File: config.mk
export PLATFORM = sky130hd
export DESIGN_NAME = addsub_trap_alu
export DESIGN_NICKNAME = d
export VERILOG_FILES = /design/src/rtl/alu_pkg.sv /design/src/rtl/alu_word_addsub.sv /design/src/rtl/alu_bitwise.sv /design/src/rtl/addsub_trap_alu.sv
export SDC_FILE = /design/constraint.sdc
export NUM_CORES = 1
export LEC_CHECK = 0
export ABC_AREA = 1
export CAP_MARGIN = 20
export CORE_AREA = 2 2 152 154
export DETAILED_ROUTE_END_ITERATION = 8
export DIE_AREA = 0 0 154 156
export HOLD_SLACK_MARGIN = 0.1
export PLACE_DENSITY = 0.74
export SLEW_MARGIN = 10
export SYNTH_ARGS = -nofsm -noshare
export SYNTH_HDL_FRONTEND = slang
export SYNTH_SLANG_ARGS = --single-unit
File: constraint.sdc
create_clock -name clk -period 3.6 [get_ports clk]
set_clock_uncertainty 0.15 [all_clocks]
set_input_delay 0.36 -clock clk [delete_from_list [all_inputs] [get_ports clk]]
set_output_delay 0.36 -clock clk [all_outputs]
set_load 0.05 [all_outputs]
File: src/rtl/alu_pkg.sv
package alu_pkg;

  // Operation select encoding
  typedef enum logic [2:0] {
    OP_ADD_TRAP = 3'd0,
    OP_ADD_WRAP = 3'd1,
    OP_SUB_TRAP = 3'd2,
    OP_SUB_WRAP = 3'd3,
    OP_AND      = 3'd4,
    OP_OR       = 3'd5,
    OP_XOR      = 3'd6,
    OP_NOR      = 3'd7
  } alu_op_e;

  // Bitwise unit function select
  typedef enum logic [1:0] {
    BW_AND = 2'd0,
    BW_OR  = 2'd1,
    BW_XOR = 2'd2,
    BW_NOR = 2'd3
  } bw_fn_e;

endpackage

File: src/rtl/alu_word_addsub.sv
module alu_word_addsub #(
  parameter int DATA_W = 64,
  parameter int WORD_W = 32
) (
  input  logic [DATA_W-1:0] opa,
  input  logic [DATA_W-1:0] opb,
  input  logic              is_sub,
  input  logic              trap_en,
  output logic [DATA_W-1:0] sum_ext,
  output logic              ovf
);
  localparam int EXT_W = DATA_W - WORD_W;
  localparam int MSB   = WORD_W - 1;

  logic [WORD_W-1:0] a_w;
  logic [WORD_W-1:0] b_w;
  logic [WORD_W-1:0] b_eff;
  logic [WORD_W-1:0] s_w;
  logic              raw_ovf;

  // Only the low word of each operand takes part
  assign a_w   = opa[WORD_W-1:0];
  assign b_w   = opb[WORD_W-1:0];
  assign b_eff = is_sub ? ~b_w : b_w;
  assign s_w   = a_w + b_eff + {{(WORD_W-1){1'b0}}, is_sub};

  // Signed overflow: effective addends share a sign that the sum lacks
  assign raw_ovf = (a_w[MSB] == b_eff[MSB]) && (s_w[MSB] != a_w[MSB]);
  assign ovf     = trap_en & raw_ovf;

  assign sum_ext = {{EXT_W{s_w[MSB]}}, s_w};
endmodule

File: src/rtl/alu_bitwise.sv
module alu_bitwise
  import alu_pkg::*;
#(
  parameter int DATA_W = 64
) (
  input  logic [DATA_W-1:0] opa,
  input  logic [DATA_W-1:0] opb,
  input  bw_fn_e            fn,
  output logic [DATA_W-1:0] y
);
  for (genvar i = 0; i < DATA_W; i++) begin : g_bit
    always_comb begin
      unique case (fn)
        BW_AND:  y[i] = opa[i] & opb[i];
        BW_OR:   y[i] = opa[i] | opb[i];
        BW_XOR:  y[i] = opa[i] ^ opb[i];
        default: y[i] = ~(opa[i] | opb[i]);
      endcase
    end
  end
endmodule

File: src/rtl/addsub_trap_alu.sv
module addsub_trap_alu
  import alu_pkg::*;
#(
  parameter int DATA_W = 64,
  parameter int WORD_W = 32
) (
  input  logic              clk,
  input  logic              rst,
  input  logic              op_vld,
  input  logic [2:0]        op_sel,
  input  logic [DATA_W-1:0] src_a,
  input  logic [DATA_W-1:0] src_b,
  output logic [DATA_W-1:0] res_q,
  output logic              wr_en_q,
  output logic              ovf_trap_q
);
  localparam int EXT_W = DATA_W - WORD_W;

  logic              is_logic;
  logic              is_sub;
  logic              trap_en;
  logic [DATA_W-1:0] as_res;
  logic [DATA_W-1:0] bw_res;
  logic              as_ovf;
  logic              ovf_nxt;
  logic [DATA_W-1:0] res_nxt;
  bw_fn_e            bw_fn;

  // Decode: bit 2 picks the bitwise group, bit 1 subtract, bit 0 wrapping
  assign is_logic = op_sel[2];
  assign is_sub   = op_sel[1];
  assign trap_en  = ~op_sel[0] & ~op_sel[2];
  assign bw_fn    = bw_fn_e'(op_sel[1:0]);

  alu_word_addsub #(.DATA_W(DATA_W), .WORD_W(WORD_W)) u_addsub (
    .opa     (src_a),
    .opb     (src_b),
    .is_sub  (is_sub),
    .trap_en (trap_en),
    .sum_ext (as_res),
    .ovf     (as_ovf)
  );

  alu_bitwise #(.DATA_W(DATA_W)) u_bitwise (
    .opa (src_a),
    .opb (src_b),
    .fn  (bw_fn),
    .y   (bw_res)
  );

  assign res_nxt = is_logic ? bw_res : as_res;
  assign ovf_nxt = ~is_logic & as_ovf;

  always_ff @(posedge clk) begin
    if (rst) begin
      res_q      <= '0;
      wr_en_q    <= 1'b0;
      ovf_trap_q <= 1'b0;
    end else begin
      wr_en_q    <= op_vld & ~ovf_nxt;
      ovf_trap_q <= op_vld & ovf_nxt;
      if (op_vld) res_q <= res_nxt;
    end
  end

  // a trap never comes with a write
  a_r7_trap_blocks_write: assert property (@(posedge clk) disable iff (rst)
    ovf_trap_q |-> !wr_en_q);

  // an issued operation gives exactly one of write or trap
  a_r7_write_or_trap: assert property (@(posedge clk) disable iff (rst)
    op_vld |=> (wr_en_q ^ ovf_trap_q));

  // idle cycles produce no write and no trap
  a_r2_idle_quiet: assert property (@(posedge clk) disable iff (rst)
    !op_vld |=> (!wr_en_q && !ovf_trap_q));

  // idle cycles hold the result
  a_r2_idle_hold: assert property (@(posedge clk) disable iff (rst)
    !op_vld |=> $stable(res_q));

  // wrapping forms never trap
  a_r3_no_overflow: assert property (@(posedge clk) disable iff (rst)
    (op_vld && !op_sel[2] && op_sel[0]) |=> !ovf_trap_q);

  // word results are sign-extended from bit 31
  a_r4_sign_ext: assert property (@(posedge clk) disable iff (rst)
    (op_vld && !op_sel[2]) |=> (res_q[DATA_W-1:WORD_W] == {EXT_W{res_q[WORD_W-1]}}));

  // bitwise forms always write
  a_r9_logic_writes: assert property (@(posedge clk) disable iff (rst)
    (op_vld && op_sel[2]) |=> (wr_en_q && !ovf_trap_q));

  // NOR is the complement of OR over the full width
  a_r9_nor_full: assert property (@(posedge clk) disable iff (rst)
    (op_vld && op_sel == 3'd7) |=> (res_q == ~($past(src_a) | $past(src_b))));
endmodule

==> impl_results.md, run 1 <==
- Switch Pwr: 1.46 mW
- Ranking of synthesized cells by area: ha_1 22%, nand2_1 15%, dfxtp_1 15%
- Layout area overhead: 29.3%
- Hold-fix buffers, CTS: 0
- Cell variety after synth: 40
- CP cell instances: clkdlybuf4s50_1, inv_1, nand2_1, and2_1, inv_1, fa_1, o21ai_0, nand2_1, nand2_1, nand2_1, nand2_1, nand2_1, nand3_1, nand3_1, a21oi_1
- Root buffer cell: clkbuf_16
- Area fraction in compound gates after synthesis: 0.250
- Seq cells post-synth: 66
- Sum Neg Setup Slack: 0 ns
- Vias per inst: just over 5
- Critical path startpoint category: input pin
- Simple-gate portion of the synthesized area: 0.218
- Post-CTS Resized: 0
- Post-synthesis async set-or-reset flop share: 0
- Setup Buffers After CTS: 0
- Synth Flop Type: dfxtp_1
- Clk_lat worst skew: 0.34 ns
- RSZ-0062 raised after global routing: no
- Tot Pwr: 3.57 mW
- Clk pwr share: 0.297
- Actual transition at the worst max-transition pin: 1.00 ns
- Synth top area share: 0.223
- Die Y: ~160 um
- Most frequent cells in the layout: 358 x nand2_1, 207 x inv_1, 196 x clkdlybuf4s50_1, 158 x ha_1, 140 x a21oi_1
- Relative slew margins: 0.330
- First-pass GRT wire length: 44,000 um
- Mux share of post-synthesis cell area: 0
- Pwr/cell area: 312 nW/um2
- Routed via count: 9,244
- CP arrival: 3.05 ns
- Share of layout cells above drive strength 1: 0.0586
- Yosys top cell by area: ha_1
- Fillers: ~2,200
- Port bufs: 199
- Core ar.: 22,400 um2
- Finished Cell Area: 11,400 um2
- Adder and majority gate portion of the synthesized area: 0.226
- EDFF count, synth: 0
- CP max FO: 4
- Die W: 154 um
- Status: finished clean
- Sequential power share: 0.233
- Main combinational cell family by area after synthesis: compound AO/OA/AOI/OAI gates
- Hold Vio Cnt, Final: 0
- Critical Path End Type: flop
- Internal power: 2.11 mW
- Commonest non-fill, non-tap cell in the layout: nand2_1
- CTS sink cnt: 66
- Synth warnings: 0
- Most used cell, CP: nand2_1
- Total gr overflow: 0
- Switch share: 0.410
- H-tree levels: 3
- DR iter-0 viols: 526
- Final setup fails: 0
- Vias in the first global route: 8,763
- HP Class: reg -> reg
- Initial Util: 0.396
- Multi-input gate area in the final layout: 6450 um2
- Fmax: between 0.3 and 0.4 GHz
- Max-cap violations: 0
- DIE AREA: 24,000 um2
- Final Cycle Share: 0.811
- DRC: 0
- Critical Path Slowest Stage Cell: clkdlybuf4s50_1
- Slew Limit Fails: 0
- Max IR drop VDD: 0.228 mV
- Mean area per synthesized cell: 6.62 um2
- Initial DRT Pass Iterations: 5
- Comb pwr share: 0.470
- Leakage: 5.45 nW
- Routed WL: 27,200 um
- Min cycle time layout: 2.92 ns
- Num CTS Buffers: 9
- Max incr delay on CP: 0.50 ns
- Mapped Cells: 1,337
- Worst-path clk slew: ~0.060 ns
- Register area: 1320 um2
- Largest net degree at the start of global routing: 74
- Xor and xnor area share after synthesis: 0.0336
- Placer Congestion: 0.962
- Placed inst area: approximately 11,000 um2
- Routed WL per cell: 15.2 um
- CTS tree: done
- Rows: between 50 and 60
- Worst Path Required: 3.73 ns
- Post-synthesis sequential area ratio: 0.149
- Gr usage total: 0.224
- Layout Utilization: 0.512
- Syn Nets: roughly 1,600
- ANT nets after route: 0
- Area of the mapped netlist: ~8800 um2
- Crit path kind: in -> reg
- Estimated wirelength of the detail-placed design: about 20,000 um
- Nets@finish: 1,790
- # IOs: 200
- Antenna violations before repair: 4
- Longest Clk Path Bufs: 2
[cell families after synthesis]
family | after synthesis
adder cells (fa/ha/maj) | 159
flip-flops | 66
AO/OA/AOI/OAI | 329
buffers and inverters | 278
XOR/XNOR | 34
AND/OR/NAND/NOR | 471
[final timing paths]
path	start	to	slack, ns	cells past startpoint
hold reg to reg	res_q[25]	res_q[25]	0.37	2
hold / removal	res_q[25]	res_q[25]	0.37	2
setup reg to reg	res_q[34]	res_q[34]	2.68	2
setup / recovery	src_a[0]	res_q[22]	0.68	15
[metal layers]
layer	track usage	wire length, um	vias up
li1	-	-	4701
met1	0.293	12700	4250
met2	0.386	12500	268
met3	0.0342	1620	25
met4	0.0534	363	0
met5	0	0	-
[metrics by stage]
step | setup slack [ns] | hold WS [ns] | cells
2_1_floorplan | 0.858 | 0.518 | 1337
3_3_place_gp | 0.406 | 0.354 | 1771
3_5_place_dp | 0.356 | 0.360 | 1771
4_1_cts | 0.707 | 0.376 | 1787
5_1_grt | 0.450 | 0.403 | 1788
6_report | 0.680 | 0.373 | 1790
[power groups by stage]
stage / Combinational, mW / Sequential, mW / Clock, mW
after floorplan: 0.887 / 1.07 / 0
after global placement: 1.64 / 0.847 / 0
after detailed placement: 1.67 / 0.847 / 0
after CTS: 1.68 / 0.832 / 1.08
after global routing: 1.85 / 0.839 / 1.11
final: 1.68 / 0.832 / 1.06
[critical path, delay by kind of cell]
| family | cells | cell delay (ns) |
|---|---|---|
| AO/OA/AOI/OAI | 2 | 0.56 |
| AND/OR/NAND/NOR | 9 | 1.10 |
| adder cells (fa/ha/maj) | 1 | 0.39 |
| buffers and inverters | 3 | 0.62 |
[synth_stat cells (2+ instances only)]
cell type,count
nor2_1,41
a21oi_1,140
nand2_2,7
o21bai_1,4
clkbuf_1,57
nand3_2,2
or2_1,2
a21oi_4,27
buf_8,3
nand2_1,359
o2111ai_1,61
o21ai_0,88
nor2_2,2
xnor2_1,3
nand3_1,37
inv_1,209
ha_1,158
nand3b_1,7
xor2_1,31
or2_2,3
inv_2,5
a21oi_2,4
dfxtp_1,66
nor3_1,5
[final cells by class]
cell class	instances	area share
clock inverters	6	0.0101
flip-flops and latches	66	0.115
clock buffers	10	0.0200
multi-input cells	993	0.564
diodes	3	0.000656
well taps	285	0.0312
repair buffers	212	0.188
inverters	215	0.0708
[state kept, by name (all words and copies together), names as in the netlist]
signal	flops
ovf_trap_q	1
res_q	64
wr_en_q	1
Power figures use the tool's default switching activity.
==> run 2, diff against run 1 <==
Clock period 3.6 ns to 3 ns, I/O delays scaled along.
==> impl_results.md, run 2 (synthesis results as in run 1) <==
- Commonest non-fill, non-tap cell in the layout: nand2_1
- Largest regs: res_q x64, ovf_trap_q x1, wr_en_q x1
- Worst Path Required: 3.12 ns (-0.61 ns)
- CP max FO: 14 (+10)
- Hold Crit Start: res_q[23]
- Placer Congestion: 0.943 (-1.9%)
- Largest net degree at the start of global routing: 74 (unchanged)
- Die Y: 156 um (unchanged)
- HP Class: reg -> reg
- Reg with most FFs: res_q
- Initial DRT Pass Iterations: 5 (unchanged)
- Total gr overflow: 0 (unchanged)
- Pwr/cell area: 368 nW/um2 (+18%)
- First-pass GRT wire length: 44,400 um (+0.92%)
- Layout area overhead: 30.8%
- Vias in the first global route: 9,012 (+2.8%)
- Antenna violations before repair: 2 (-2)
- Multi-input gate area in the final layout: 6450 um2 (unchanged)
- Slew Limit Fails: 0 (unchanged)
- RSZ-0062 raised after global routing: no
- CTS sink cnt: 66 (unchanged)
- Sequential power share: 0.235 (+0.002)
- Die W: 154 um (unchanged)
- Initial Util: 0.396 (unchanged)
- Min cycle time layout: 2.70 ns
- WP buf/inv: 2 (-1)
- Reg2reg path depth: 2 (unchanged)
- Critical Path End Type: flop
- Fillers: 2,195 (unchanged)
- Finished Cell Area: 11,600 um2 (+1.1%)
- Root buffer cell: clkbuf_16
- Layout Utilization: 0.517 (+0.00582)
- Comb pwr share: 0.484 (+0.014)
- Setup Buffers After CTS: 0 (unchanged)
- R2R Path Start: res_q[43]
- Register area: 1320 um2 (unchanged)
- Place WS: -0.0260 ns (-0.382 ns)
- Routed via count: 9,366 (+1.3%)
- DR iter-0 viols: 541 (+2.9%)
- Hold Vio Cnt, Final: 0 (unchanged)
- Max incr delay on CP: 0.52 ns (+0.02 ns)
- Placed inst area: 11,200 um2 (+1.4%)
- Routed WL per cell: 15.3 um (+0.38%)
- CP cell instances: clkdlybuf4s50_1, xor2_1, ha_1, a21oi_1, nand2_1, nand2_1, nand3_1, a21oi_2, nand2_2, nand2_2, nand3_4, buf_12, a21oi_2
- CTS tree: done
- Crit path kind: in -> reg
- # IOs: 200 (unchanged)
- Clk_lat worst skew: 0.34 ns (about the same)
- Status: finished clean
- Actual transition at the worst max-transition pin: 1.01 ns (+0.00966 ns)
- Routed WL: 27,600 um (+1.4%)
- Max FFs per register: 64 (unchanged)
- Clk pwr share: 0.281 (-0.016)
- DRC: 0 (unchanged)
- Num CTS Buffers: 9 (unchanged)
- Longest Clk Path Bufs: 2 (unchanged)
- Relative slew margins: 0.323 (-0.00621)
- Reg2reg end: res_q[43]
- Cell family with most CP delay: buffers and inverters
- Hold Path Depth: 2 (unchanged)
- Most frequent cells in the layout: 358 x nand2_1, 207 x inv_1, 196 x clkdlybuf4s50_1, 158 x ha_1, 140 x a21oi_1
- Critical path startpoint category: input pin
- Vias per inst: 5.18 (+0.26%)
- Leakage: 5.54 nW (+1.5%)
- Estimated wirelength of the detail-placed design: 20,900 um (+4.6%)
- ANT nets after route: 0 (unchanged)
- Hold EP: res_q[23]
- Switch Pwr: 1.78 mW (+21%)
- Nets@finish: 1,810 (+1.1%)
- Max-cap violations: 0 (unchanged)
- Share of layout cells above drive strength 1: 0.0716 (+0.0130)
- H-tree levels: 3 (unchanged)
- Post-CTS Resized: 0 (unchanged)
- Port bufs: 199 (unchanged)
- Max IR drop VDD: 0.285 mV (+25%)
- CP arrival: 2.82 ns (-0.23 ns)
- Worst-path clk slew: 0.06 ns (about the same)
- Final Cycle Share: 0.899
- Internal power: 2.48 mW (+18%)
- Gr usage total: 0.226 (+0.00225)
- PnR worst setup slack: 0.304 ns (-0.376 ns)
- Fmax: 0.371 GHz
- Critical Path Slowest Stage Cell: clkdlybuf4s50_1
- Final setup fails: 0 (unchanged)
- Core ar.: 22,400 um2 (unchanged)
- Reg2reg setup slack: 2.07 ns (-0.61 ns)
- Hold-fix buffers, CTS: 0 (unchanged)
- Switch share: 0.417 (+0.00700)
- DIE AREA: 24,000 um2 (unchanged)
- Rows: 55 (unchanged)
-- run 2: cell types whose count changed in the layout (fill, tap and decap cells not counted) --
| cell | change |
|---|---|
| bufinv_16 | -1 |
| inv_6 | +2 |
| clkinvlp_4 | +1 |
| clkbuf_1 | -1 |
| clkinv_4 | -1 |
| diode_2 | -1 |
| buf_4 | +20 |
-- run 2: per-layer routing --
metal | GRT usage | vias up | routed length, um
met3 | 0.0392 | 29 | 1630
met1 | 0.294 | 4325 | 12900
met2 | 0.390 | 265 | 12700
li1 | - | 4747 | -
met5 | 0 | - | 0
met4 | 0.0525 | 0 | 359
-- run 2: tightest hold or removal path, stage by stage, from the launching register on --
cell	delay, ns
dfxtp_1	0.30
o21ai_0	0.13
a21oi_1	0.04
-- run 2: stage by stage --
stage | instances | power, mW | TNS [ns] | hold WS [ns]
2_1_floorplan | 1337 | 2.35 | 0 | 0.458
3_3_place_gp | 1791 | 3.03 | 0 | 0.358
3_5_place_dp | 1791 | 3.07 | -0.0745 | 0.360
4_1_cts | 1807 | 4.29 | 0 | 0.375
5_1_grt | 1807 | 4.54 | 0 | 0.400
6_report | 1809 | 4.26 | 0 | 0.369
-- run 2: area by class of cell --
type	instances	share of cell area
Inverter	215	0.0700
Antenna cell	2	0.000433
Multi-Input combinational cell	993	0.558
Sequential cell	66	0.114
Clock inverter	7	0.00876
Tap cell	285	0.0308
Timing Repair Buffer	232	0.199
Clock buffer	9	0.0195
-- run 2: worst max-delay path by stage --
stage | start | end | cells after the start
after global routing | src_b[9] | res_q[37] | 15
final | src_b[18] | res_q[58] | 13
after CTS | src_b[18] | res_q[63] | 13
after detailed placement | src_b[18] | res_q[58] | 13
after global placement | src_b[0] | res_q[30] | 16
after floorplan | op_sel[1] | res_q[31] | 15
-- run 2: power groups by stage --
stage                     clock network, mW  registers (mW)  logic [mW]
after floorplan                           0            1.28        1.06
after CTS                              1.23            1.00        2.06
after global placement                    0            1.02        2.02
after detailed placement                  0            1.02        2.05
final                                  1.20            1.00        2.06
after global routing                   1.26            1.01        2.27
==> run 3, diff against run 2 <==
Settings changed: HOLD_SLACK_MARGIN 0.1 to not set.
==> results of run 3 <==
No change in the layout: final DEF, timing and power equal those of run 2.
